<file path="config.mk">
export PLATFORM = sky130hd
export DESIGN_NAME = pwr_seq_ctrl
export DESIGN_NICKNAME = d
export VERILOG_FILES = /design/src/rtl/pwr_seq_pkg.sv /design/src/rtl/pwr_wake_sync.sv /design/src/rtl/pwr_wake_filter.sv /design/src/rtl/pwr_settle_cnt.sv /design/src/rtl/pwr_seq_fsm.sv /design/src/rtl/pwr_clk_decode.sv /design/src/rtl/pwr_seq_ctrl.sv
export SDC_FILE = /design/constraint.sdc
export NUM_CORES = 1
export LEC_CHECK = 0
export CAP_MARGIN = 30
export CORE_MARGIN = 2
export CORE_UTILIZATION = 30
export DETAILED_ROUTE_END_ITERATION = 6
export DONT_BUFFER_PORTS = 1
export PLACE_DENSITY_LB_ADDON = 0.08
export REMOVE_ABC_BUFFERS = 1
export SYNTH_ARGS = -nofsm -noshare
export SYNTH_HDL_FRONTEND = slang
export SYNTH_HIERARCHICAL = 1
export SYNTH_SLANG_ARGS = --single-unit
</file>
<file path="constraint.sdc">
create_clock -name clk -period 1.3 [get_ports clk]
set_input_delay 0 -clock clk [delete_from_list [all_inputs] [get_ports clk]]
set_output_delay 0 -clock clk [all_outputs]
set_load 0.02 [all_outputs]
</file>
<file path="src/rtl/pwr_seq_pkg.sv">
// Shared types for the low-power sequencer: state codes, wake bit map,
// and the bundle of clock controls. Assumes a 10-bit wake vector.
package pwr_seq_pkg;
    typedef enum logic [1:0] {
        ST_RUN    = 2'b00,
        ST_STOP   = 2'b01,
        ST_IDLE   = 2'b10,
        ST_SETTLE = 2'b11
    } pwr_state_e;

    localparam int WAKE_W  = 10;
    localparam int WK_TMR0 = 8;
    localparam int WK_TMR2 = 9;

    typedef struct packed {
        logic osc_en;
        logic cpu_clk_en;
        logic tmr_clk_en;
        logic presc_en;
        logic presc_2048_only;
    } clk_ctl_t;
endpackage

</file>
<file path="src/rtl/pwr_wake_sync.sv">
// Multi-stage level synchronizer, one chain per wake bit.
// Assumes STAGES >= 2; clears all stages under synchronous reset.
module pwr_wake_sync #(
    parameter int W      = 10,
    parameter int STAGES = 2
) (
    input  logic         clk,
    input  logic         rst_n,
    input  logic [W-1:0] d_async,
    output logic [W-1:0] q_sync
);
    for (genvar b = 0; b < W; b++) begin : g_bit
        logic [STAGES-1:0] chain;
        // Shift the raw level through the chain for this bit.
        always_ff @(posedge clk) begin
            if (!rst_n) chain <= '0;
            else        chain <= {chain[STAGES-2:0], d_async[b]};
        end
        assign q_sync[b] = chain[STAGES-1];
    end
endmodule

</file>
<file path="src/rtl/pwr_wake_filter.sv">
// Reduces the synchronized wake vector to one request per sleep mode.
// Timer bits are masked out of the deep-stop request.
module pwr_wake_filter
    import pwr_seq_pkg::*;
#(
    parameter int W = WAKE_W
) (
    input  logic [W-1:0] wake_s,
    output logic         stop_wake,
    output logic         idle_wake
);
    logic [W-1:0] stop_mask;

    for (genvar b = 0; b < W; b++) begin : g_mask
        assign stop_mask[b] = (b != WK_TMR0) && (b != WK_TMR2);
    end

    // Any source ends idle; only non-timer sources end deep stop.
    always_comb begin
        idle_wake = |wake_s;
        stop_wake = |(wake_s & stop_mask);
    end
endmodule

</file>
<file path="src/rtl/pwr_settle_cnt.sv">
// Oscillator settle counter: runs while enabled, clears otherwise,
// and flags the last cycle of a 2^LOG2-cycle window.
module pwr_settle_cnt #(
    parameter int LOG2 = 4
) (
    input  logic clk,
    input  logic rst_n,
    input  logic run_cnt,
    output logic done
);
    logic [LOG2-1:0] cnt;

    // Count settle cycles; restart from zero outside settle.
    always_ff @(posedge clk) begin
        if (!rst_n)       cnt <= '0;
        else if (run_cnt) cnt <= cnt + 1'b1;
        else              cnt <= '0;
    end

    assign done = &cnt;
endmodule

</file>
<file path="src/rtl/pwr_seq_fsm.sv">
// Four-state sleep sequencer. Reset forces settle; the strobe is only
// honoured in run. Assumes the wake requests are already synchronized.
module pwr_seq_fsm
    import pwr_seq_pkg::*;
(
    input  logic       clk,
    input  logic       rst_n,
    input  logic       stop_strobe,
    input  logic       wake_sel,
    input  logic       stop_wake,
    input  logic       idle_wake,
    input  logic       settle_done,
    output pwr_state_e state
);
    pwr_state_e nxt;

    // Next-state selection per current state.
    always_comb begin
        nxt = state;
        unique case (state)
            ST_RUN:    if (stop_strobe) nxt = wake_sel ? ST_IDLE : ST_STOP;
            ST_STOP:   if (stop_wake)   nxt = ST_SETTLE;
            ST_IDLE:   if (idle_wake)   nxt = ST_RUN;
            ST_SETTLE: if (settle_done) nxt = ST_RUN;
            default:                    nxt = ST_SETTLE;
        endcase
    end

    // State register; reset lands in settle so the oscillator can start.
    always_ff @(posedge clk) begin
        if (!rst_n) state <= ST_SETTLE;
        else        state <= nxt;
    end
endmodule

</file>
<file path="src/rtl/pwr_clk_decode.sv">
// Maps the sequencer state onto the oscillator, clock gate and
// prescaler controls. Purely combinational.
module pwr_clk_decode
    import pwr_seq_pkg::*;
(
    input  pwr_state_e state,
    output clk_ctl_t   ctl
);
    // One control pattern per state.
    always_comb begin
        unique case (state)
            ST_RUN:    ctl = '{osc_en: 1'b1, cpu_clk_en: 1'b1, tmr_clk_en: 1'b1,
                               presc_en: 1'b1, presc_2048_only: 1'b0};
            ST_IDLE:   ctl = '{osc_en: 1'b1, cpu_clk_en: 1'b0, tmr_clk_en: 1'b1,
                               presc_en: 1'b1, presc_2048_only: 1'b1};
            ST_SETTLE: ctl = '{osc_en: 1'b1, cpu_clk_en: 1'b0, tmr_clk_en: 1'b0,
                               presc_en: 1'b0, presc_2048_only: 1'b0};
            default:   ctl = '0;
        endcase
    end
endmodule

</file>
<file path="src/rtl/pwr_seq_ctrl.sv">
// Top of the low-power sequencer. Synchronizes the wake sources,
// sequences sleep entry/exit and drives the clock controls.
// Assumes clk is the always-running sense clock.
module pwr_seq_ctrl
    import pwr_seq_pkg::*;
#(
    parameter int NWAKE       = WAKE_W,
    parameter int SYNC_STAGES = 2,
    parameter int SETTLE_LOG2 = 4
) (
    input  logic             clk,
    input  logic             rst_n,
    input  logic             stop_strobe,
    input  logic             wake_sel,
    input  logic [NWAKE-1:0] wake_in,
    output logic             osc_en,
    output logic             cpu_clk_en,
    output logic             tmr_clk_en,
    output logic             presc_en,
    output logic             presc_2048_only,
    output logic [1:0]       status
);
    logic [NWAKE-1:0] wake_s;
    logic             stop_wake;
    logic             idle_wake;
    logic             settle_done;
    pwr_state_e       state;
    clk_ctl_t         ctl;

    pwr_wake_sync #(.W(NWAKE), .STAGES(SYNC_STAGES)) u_sync (
        .clk(clk), .rst_n(rst_n), .d_async(wake_in), .q_sync(wake_s)
    );

    pwr_wake_filter #(.W(NWAKE)) u_filt (
        .wake_s(wake_s), .stop_wake(stop_wake), .idle_wake(idle_wake)
    );

    pwr_settle_cnt #(.LOG2(SETTLE_LOG2)) u_settle (
        .clk(clk), .rst_n(rst_n), .run_cnt(state == ST_SETTLE),
        .done(settle_done)
    );

    pwr_seq_fsm u_fsm (
        .clk(clk), .rst_n(rst_n), .stop_strobe(stop_strobe),
        .wake_sel(wake_sel), .stop_wake(stop_wake), .idle_wake(idle_wake),
        .settle_done(settle_done), .state(state)
    );

    pwr_clk_decode u_dec (.state(state), .ctl(ctl));

    assign osc_en          = ctl.osc_en;
    assign cpu_clk_en      = ctl.cpu_clk_en;
    assign tmr_clk_en      = ctl.tmr_clk_en;
    assign presc_en        = ctl.presc_en;
    assign presc_2048_only = ctl.presc_2048_only;
    assign status          = state;
endmodule

</file>
==> results of run 1 <==
-- metrics by stage --
step	setup WS, ps	cells
floorplan	128.9	76
global placement	38.62	121
detailed placement	17.40	121
CTS	12.94	137
global route	-19.80	137
finish	50.22	137
-- kinds of logic (layout without fill, tap and decap cells) --
kind of cell | Yosys count | after routing
AO/OA/AOI/OAI | 3 | 3
XOR/XNOR | 1 | 1
buffers and inverters | 15 | 19
flip-flops | 26 | 26
AND/OR/NAND/NOR | 41 | 41
adder cells (fa/ha/maj) | 1 | 1
multiplexers | 2 | 2
-- power by group through the flow --
stage	clock network [W]	logic, W	registers [W]
after detailed placement	0	0.0000498	0.000862
after floorplan	0	0.0000442	0.000859
after global placement	0	0.0000491	0.000862
after CTS	0.000343	0.0000910	0.000846
after global routing	0.000366	0.000109	0.000856
final	0.000325	0.0000952	0.000850
-- per-layer routing --
layer / global-route usage (%) / up-vias / part of all wire, %
li1: - / 282 / -
met1: 9.198 / 233 / 50
met2: 11.80 / 16 / 42
met3: 2.772 / 2 / 6.4
met4: 5.590 / 0 / 1.3
met5: 0 / - / 0
-- area by class of cell --
type / instances / area [um^2] / share of cell area [%]
sequential: 26 / 524.3 / 47.56
multi-input combinational: 48 / 355.3 / 32.24
timing repair buffer: 14 / 137.6 / 12.49
tap: 44 / 55.05 / 4.994
clock buffer: 3 / 22.52 / 2.043
inverter: 2 / 7.507 / 0.6810
-- final timing paths --
kind	from	endpoint	slack (ps)	cells after the start
worst max register to register	u_settle/cnt[0]	u_fsm/state[1]	50	4
worst min-delay path	wake_in[0]	u_sync/g_bit[0].chain[0]	330	2
worst max-delay path	u_settle/cnt[0]	u_fsm/state[1]	50	4
worst min register to register	u_settle/cnt[0]	u_settle/cnt[0]	440	1
-- worst register-to-register path, cell delays in order, from the launching register on --
cell,delay [ps]
dfxtp_2,350
ha_1,210
and3_2,190
mux2_1,290
a32oi_1,140
-- flip-flops by register name, summed over array words and instances, names as in the netlist --
register / count
u_settle/cnt: 4
u_fsm/state: 2
u_sync/g_bit.chain: 20
-- repair_timing --
action / 4_1_cts / 5_1_grt
hold buffers: 13 / 0
setup buffers: 0 / 0
endpoints found under the setup margin: 2 / 2
endpoints found under the hold margin: 26 / 0
resized for setup: 2 / 6
-- cells in the mapped netlist (2+ instances only) --
cell type  number
buf_6           2
nor2_1          4
nor4_1          2
nand3_1         3
and2_2         11
nor2b_1         2
inv_1           2
buf_4          11
nand3b_1        2
nand2_1         3
dfxtp_1        26
and2_1         11
==> flow_summary.yaml, run 1 <==
cts:
  cts_tree: "done"
  root_buffer: "clkbuf_4"
  cts_sinks: 26
  ctsHtreeMaxLevel: 1
  cts_buffers: 3
  insertion_delay_ps: 310
  path_clk_slew_ps: 130
  clockBufferDepth: 2
grt:
  antenna_found_initial: 0
  grt-ovfl-total: 0
  grt_pass1_vias: 481
  grt_pass1_wl_mm: 2.056
  track_usage_pct: 7.811
  grt_max_degree: 28
sta:
  rsz0062_at_grt: "yes"
  whs_ps: 334.4
  setup_tns_ps: 0
  hold_viol: 0
  final.setup_skew_ps: 3.632
  tightestPinTransition_ps: 694.2
  setup_violations: 0
  fin_crit_sh_pct: 96.14
  finalCriticalPeriod_ps: 1250
  drv_slew: 0
  timing.fmax_ghz: 0.8001
  max_slew_margin_pct: 53.56
worst_setup_path:
  path_max_fanout: 3
  critical_path.top_delay_family: "flip-flops"
  max_stage_delay_ps: 350
  cp_slowest_cell: "dfxtp_2"
  crit_chain: "ha_1 > and3_2 > mux2_1 > a32oi_1"
  crit_type: "flip-flop to flip-flop"
  startpoint_type: "flip-flop"
  cp-end-kind: "flip-flop"
  worstPathRequired_ps: 1540
  critPathBufInv: 0
  worstPathArrival_ps: 1490
power:
  power_w: 0.001270
  seqPwrFrac_pct: 66.9
  switchingPower_w: 0.0002644
  cellPowerDensity_nw_per_um2: 1152
  vdd_drop_max_v: 0.0003755
  internal-power_w: 0.001006
  power.share.combinational_pct: 7.5
  leakage_nw: 0.4599
  power.share.clock_pct: 25.6
  p_sw_share_pct: 20.82
route:
  wl_mm: 1.319
  post_drt_wl_per_cell_um: 9.628
  drtIter0Drc: 18
  vias: 533
  drc_errors: 0
  avgViaCountPerCell: 3.891
  ant_nets: 0
  dr.pass1.iters: 4
floorplan:
  core_um2: 3053
  die_w_um: 60.45
  dieArea_um2: 3654
  start_util_pct: 31.31
  core.rowCount: 20
  die_h_um: 60.45
  ios: 21
logic_synthesis:
  synth_top_family_by_area: "simple AND/OR/NAND/NOR gates"
  ys_seq_elements: 26
  synthAdderAreaFrac_pct: 1.309
  synth-async-reset-ratio_pct: 0
  yosysSeqAreaShare_pct: 54.45
  synth_top_area_share_pct: 54.45
  synth_area_per_cell_um2: 10.74
  synth.mux.area_fraction_pct: 2.225
  synth_cell_types: 22
  synthSimpleGateAreaFrac_pct: 26.44
  synth-xor-area-share_pct: 0.9162
  synth_edf_count: 0
  synth_area_leaders: "dfxtp_1, and2_2, buf_4"
  synth_compound_area_share_pct: 2.880
  synthFlopType: "dfxtp_1"
  netlist_area_um2: 955.9
  synth_top_cell_by_area: "dfxtp_1"
  yosys_warnings: 6
  syn_inst: 89
cells_and_area:
  layout.nets: 110
  layout_common_cells: "dfxtp_1, dlygate4sd3_1, and2_1, and2_2, nor2_1"
  final_area_um2: 1102
  drive_gt1_share_pct: 24.73
  synthToLayoutAreaGrowth_pct: 15.31
  fin_util_pct: 36.11
  final_common_cell: "dfxtp_1"
  n_fill_cell: 313
  diodes: 0
status:
  outcome: "finished, final reports clean"
placement:
  place_area_um2: 913.4
  dpl.hpwl_um: 797.9
  gp_congestion: 0.5828
  portBuffers: 0
flow_run:
  maxCapViolCount: 0
min_path:
  hold_class: "input pin to flip-flop"
Note: power is estimated with default switching activity, not from simulation.
==> inputs of run 2 (changes only) <==
--- a/config.mk
+++ b/config.mk
@@ -6,7 +6,7 @@
 export NUM_CORES = 1
 export LEC_CHECK = 0
 export CAP_MARGIN = 30
-export CORE_MARGIN = 2
+export CORE_MARGIN = 8
 export CORE_UTILIZATION = 30
 export DETAILED_ROUTE_END_ITERATION = 6
 export DONT_BUFFER_PORTS = 1
==> run 2 against run 1 <==
Net effect: sequential cell count unchanged; sequential share of layout area down 0.86 points; maximum frequency up 1.5%; wire length up 8.7%; hold slack worse by 5.7 ps; sequential power about the same; clock skew about the same; critical path depth unchanged; core utilization up 0.57 points.
==> flow_summary.yaml, run 2 (synthesis gave the netlist of run 1 again) <==
cts:
  cts_tree: "done"
  clockBufferDepth: 2
  insertion_delay_ps: 310
  cts_setup_buffers: 0
  ctsHtreeMaxLevel: 1
  path_clk_slew_ps: 130
  cts_buffers: 3
  cts_sinks: 26
  root_buffer: "clkbuf_4"
placement:
  place_area_um2: 920.9
  gp_congestion: 0.6264
  portBuffers: 0
  preCtsSetupSlack_ps: -11.16
worst_setup_path:
  crit_start: "u_sync/g_bit[1].chain[1]"
  critPathBufInv: 0
  worstPathRequired_ps: 1540
  max_stage_delay_ps: 330
  critical_path.top_delay_family: "simple AND/OR/NAND/NOR gates"
  cp-end-kind: "flip-flop"
  r2r_setup_slack_ps: 70
  crit_type: "flip-flop to flip-flop"
  path_max_fanout: 2
  crit_chain: "nor4_2 > nand3_1 > mux2_4 > a32oi_1"
  startpoint_type: "flip-flop"
  cp_slowest_cell: "dfxtp_1"
  r2r-start: "u_sync/g_bit[1].chain[1]"
  worstPathArrival_ps: 1470
  r2r_cells: 4
  r2r-end: "u_fsm/state[1]"
route:
  drtIter0Drc: 26
  dr.pass1.iters: 4
  avgViaCountPerCell: 3.906
  wl_mm: 1.434
  ant_nets: 0
  vias: 543
  drc_errors: 0
  post_drt_wl_per_cell_um: 10.32
cells_and_area:
  diodes: 0
  final_common_cell: "dfxtp_1"
  layout.nets: 111
  reg.largest.list: "u_sync/g_bit.chain (20), u_settle/cnt (4), u_fsm/state (2)"
  final_area_um2: 1120
  synthToLayoutAreaGrowth_pct: 17.15
  drive_gt1_share_pct: 27.37
  layout_common_cells: "dfxtp_1, dlygate4sd3_1, and2_1, and2_2, nor2_1"
  top_register: "u_sync/g_bit.chain"
  largest_register_ffs: 20
power:
  power.share.clock_pct: 29.4
  cellPowerDensity_nw_per_um2: 1193
  p_sw_share_pct: 20.13
  internal-power_w: 0.001067
  seqPwrFrac_pct: 63.6
  power.share.combinational_pct: 7.0
  leakage_nw: 0.4686
  vdd_drop_max_v: 0.0004614
  switchingPower_w: 0.0002690
floorplan:
  dieArea_um2: 5249
  core.rowCount: 20
  start_util_pct: 31.31
  die_w_um: 72.45
  core_um2: 3053
  die_h_um: 72.45
  ios: 21
sta:
  max_slew_margin_pct: 51.91
  timing.fmax_ghz: 0.8125
  hold_viol: 0
  setup_tns_ps: 0
  tightestPinTransition_ps: 718.9
  timing.final.ws_setup_ps: 69.19
  final.setup_skew_ps: 3.400
  fin_crit_sh_pct: 94.68
  drv_slew: 0
  finalCriticalPeriod_ps: 1231
  setup_violations: 0
  rsz0062_at_grt: "yes"
min_path:
  min-delay-start: "wake_in[0]"
  hold_depth: 2
  hold_class: "input pin to flip-flop"
  hold_end: "u_sync/g_bit[0].chain[0]"
grt:
  grt_pass1_wl_mm: 2.311
  grt-ovfl-total: 0
  grt_max_degree: 28
  antenna_found_initial: 0
  grt_pass1_vias: 540
  track_usage_pct: 5.472
flow_run:
  maxCapViolCount: 0
status:
  outcome: "finished, final reports clean"
-- run 2: worst max-delay path by stage --
stage	endpoint	slack [ps]	depth (start not counted)
3_3_place_gp	u_fsm/state[1]	40	4
3_5_place_dp	u_fsm/state[1]	-10	4
4_1_cts	presc_2048_only	10	2
6_report	u_fsm/state[1]	70	4
2_1_floorplan	u_fsm/state[1]	130	4
5_1_grt	u_fsm/state[1]	-8	4
-- run 2: power by group through the flow --
stage          Sequential [W]  Clock, W  Combinational, W
2_1_floorplan        0.000859         0         0.0000442
3_3_place_gp         0.000862         0         0.0000491
3_5_place_dp         0.000862         0         0.0000509
4_1_cts              0.000847  0.000412         0.0000933
5_1_grt              0.000854  0.000438          0.000106
6_report             0.000849  0.000393         0.0000941
-- run 2: per-stage QoR --
step	cells	hold slack (ps)	utilization (%)	power, W
floorplan	76	102.2	-	0.0009036
global placement	122	115.4	30.16	0.0009112
detailed placement	122	113.8	30.16	0.0009133
CTS	139	319.6	36.02	0.001352
global route	139	324.6	36.68	0.001398
finish	139	328.6	36.68	0.001336
-- run 2: per-layer routing --
| layer | vias to the layer above | wire length (um) | track usage, % |
|---|---|---|---|
| li1 | 286 | - | - |
| met1 | 239 | 691 | 6.265 |
| met2 | 16 | 579 | 8.124 |
| met3 | 2 | 147 | 2.893 |
| met4 | 0 | 15 | 2.667 |
| met5 | - | 0 | 0 |
-- run 2: what timing repair did --
action,in CTS,in global routing
setup endpoints to repair,1,2
resized for setup,2,6
pin swaps,0,2
hold endpoints to repair,26,0
hold buffers,13,0
-- run 2: area by class of cell --
cell class | instances | area, um^2
multi-input combinational | 48 | 352.8
inverter | 2 | 7.507
timing repair buffer | 15 | 145.1
clock buffer | 4 | 36.28
sequential | 26 | 523.0
tap | 44 | 55.05
fill | 329 | 1933
==> inputs of run 3 (changes only) <==
--- a/config.mk
+++ b/config.mk
@@ -11,7 +11,6 @@
 export DETAILED_ROUTE_END_ITERATION = 6
 export DONT_BUFFER_PORTS = 1
 export PLACE_DENSITY_LB_ADDON = 0.08
-export REMOVE_ABC_BUFFERS = 1
 export SYNTH_ARGS = -nofsm -noshare
 export SYNTH_HDL_FRONTEND = slang
 export SYNTH_HIERARCHICAL = 1
==> run 3 against run 2 <==
Net effect: power decreased by 0.25%; via count grew 1.8%; clock power decreased by 1%; wire length is 5.3% lower; non-clock buffer count fell by 1; core utilization about the same; count of clock-buffer cells in the layout is the same; sequential power barely moved; combinational power up 0.7%; first-iteration DRC count fell by 7.7%; critical endpoint unchanged.
==> flow_summary.yaml, run 3 (synthesis gave the netlist of run 1 again) <==
status:
  outcome: "finished, final reports clean"
cells_and_area:
  layout_common_cells: "dfxtp_1, dlygate4sd3_1, and2_1, and2_2, nor2_1"
  fin_util_pct: 36.64
  final_area_um2: 1119
  largest_register_ffs: 20
  diodes: 0
  final_common_cell: "dfxtp_1"
  reg.largest.list: "u_sync/g_bit.chain (20), u_settle/cnt (4), u_fsm/state (2)"
  drive_gt1_share_pct: 25.53
  top_register: "u_sync/g_bit.chain"
  synthToLayoutAreaGrowth_pct: 17.02
  layout.nets: 110
sta:
  final.setup_skew_ps: 1.307
  fin_crit_sh_pct: 96.71
  setup_violations: 0
  drv_slew: 0
  tightestPinTransition_ps: 670.5
  finalCriticalPeriod_ps: 1257
  hold_viol: 0
  timing.fmax_ghz: 0.7954
  max_slew_margin_pct: 55.30
grt:
  grt_pass1_vias: 584
  antenna_found_initial: 0
  grt_pass1_wl_mm: 2.449
  track_usage_pct: 5.840
  grt-ovfl-total: 0
  grt_max_degree: 28
power:
  power.share.clock_pct: 29.1
  vdd_drop_max_v: 0.0004919
  power.share.combinational_pct: 7.1
  internal-power_w: 0.001069
  switchingPower_w: 0.0002637
  p_sw_share_pct: 19.78
  leakage_nw: 0.4759
  cellPowerDensity_nw_per_um2: 1192
  seqPwrFrac_pct: 63.8
floorplan:
  start_util_pct: 31.31
  ios: 21
  core_um2: 3053
  die_w_um: 72.45
  core.rowCount: 20
  dieArea_um2: 5249
  die_h_um: 72.45
worst_setup_path:
  crit_type: "flip-flop to flip-flop"
  startpoint_type: "flip-flop"
  critPathBufInv: 0
  max_stage_delay_ps: 350
  cp_slowest_cell: "dfxtp_2"
  cp-end-kind: "flip-flop"
  worstPathRequired_ps: 1540
  critical_path.top_delay_family: "flip-flops"
  crit_chain: "ha_1 > and3_2 > mux2_1 > a32oi_1"
  worstPathArrival_ps: 1490
  path_max_fanout: 3
route:
  wl_mm: 1.358
  post_drt_wl_per_cell_um: 9.841
  ant_nets: 0
  drtIter0Drc: 24
  vias: 553
  dr.pass1.iters: 3
  drc_errors: 0
  avgViaCountPerCell: 4.007
cts:
  clockBufferDepth: 2
  cts_tree: "done"
  path_clk_slew_ps: 130
  cts_buffers: 3
  root_buffer: "clkbuf_4"
  cts_setup_buffers: 0
  insertion_delay_ps: 310
  ctsHtreeMaxLevel: 1
  cts_sinks: 26
flow_run:
  maxCapViolCount: 0
placement:
  portBuffers: 0
  gp_congestion: 0.7288
  place_area_um2: 913.4
  dpl.hpwl_um: 919.7
logic_synthesis:
  syn_nets: 104
min_path:
  hold_class: "input pin to flip-flop"
[run 3: cell types whose count changed in the layout (fill, tap and decap cells not counted)]
cell	change
buf_4	-1
dfxtp_1	-1
dfxtp_2	+1
dlygate4sd3_1	-1
dlymetal6s4s_1	+1
ha_1	+1
ha_2	-1
mux2_1	+1
mux2_4	-1
nor4_2	-1
nor4_4	+1
[run 3: routing by layer]
metal	global-route usage, %	wire, um	vias up
met1	6.982	667	250
met3	2.066	97	2
met5	0	0	-
met4	4.222	14	0
met2	8.425	579	17
li1	-	-	284
[run 3: what timing repair did]
action | CTS | global route
endpoints found under the hold margin | 26 | 0
hold buffers | 13 | 0
pin swaps | 0 | 2
setup endpoints to repair | 2 | 4
resized for setup | 3 | 6
[run 3: final timing paths]
path | end | depth (start not counted) | start | slack (ps)
setup / recovery | u_fsm/state[1] | 4 | u_settle/cnt[0] | 40
hold / removal | u_sync/g_bit[8].chain[0] | 2 | wake_in[8] | 330
setup reg to reg | u_fsm/state[1] | 4 | u_settle/cnt[0] | 40
hold reg to reg | u_settle/cnt[0] | 1 | u_settle/cnt[0] | 430
[run 3: stage by stage]
step           instances  setup slack (ps)  total power (W)  setup TNS (ps)  hold slack [ps]
2_1_floorplan         89             15.16        0.0009292               0            102.2
3_3_place_gp         121             51.92        0.0009112               0            122.5
3_5_place_dp         121             3.334        0.0009122               0            124.5
4_1_cts              138             23.88         0.001357               0            311.2
5_1_grt              138           -0.4184         0.001397         -0.4184            323.5
6_report             138             42.80         0.001333               0            334.8
[run 3: area by class of cell]
cell class | count | area (um^2)
fill | 327 | 1934
clock buffer | 4 | 36.28
timing repair buffer | 14 | 140.1
sequential | 26 | 524.3
inverter | 2 | 7.507
tap | 44 | 55.05
multi-input combinational | 48 | 355.3
[run 3: power groups by stage]
stage                     Combinational, W  Clock (W)  Sequential (W)
after floorplan                  0.0000697          0        0.000859
after global placement           0.0000489          0        0.000862
after detailed placement         0.0000495          0        0.000863
after CTS                        0.0000920   0.000418        0.000847
after global routing              0.000109   0.000432        0.000855
final                            0.0000948   0.000388        0.000850
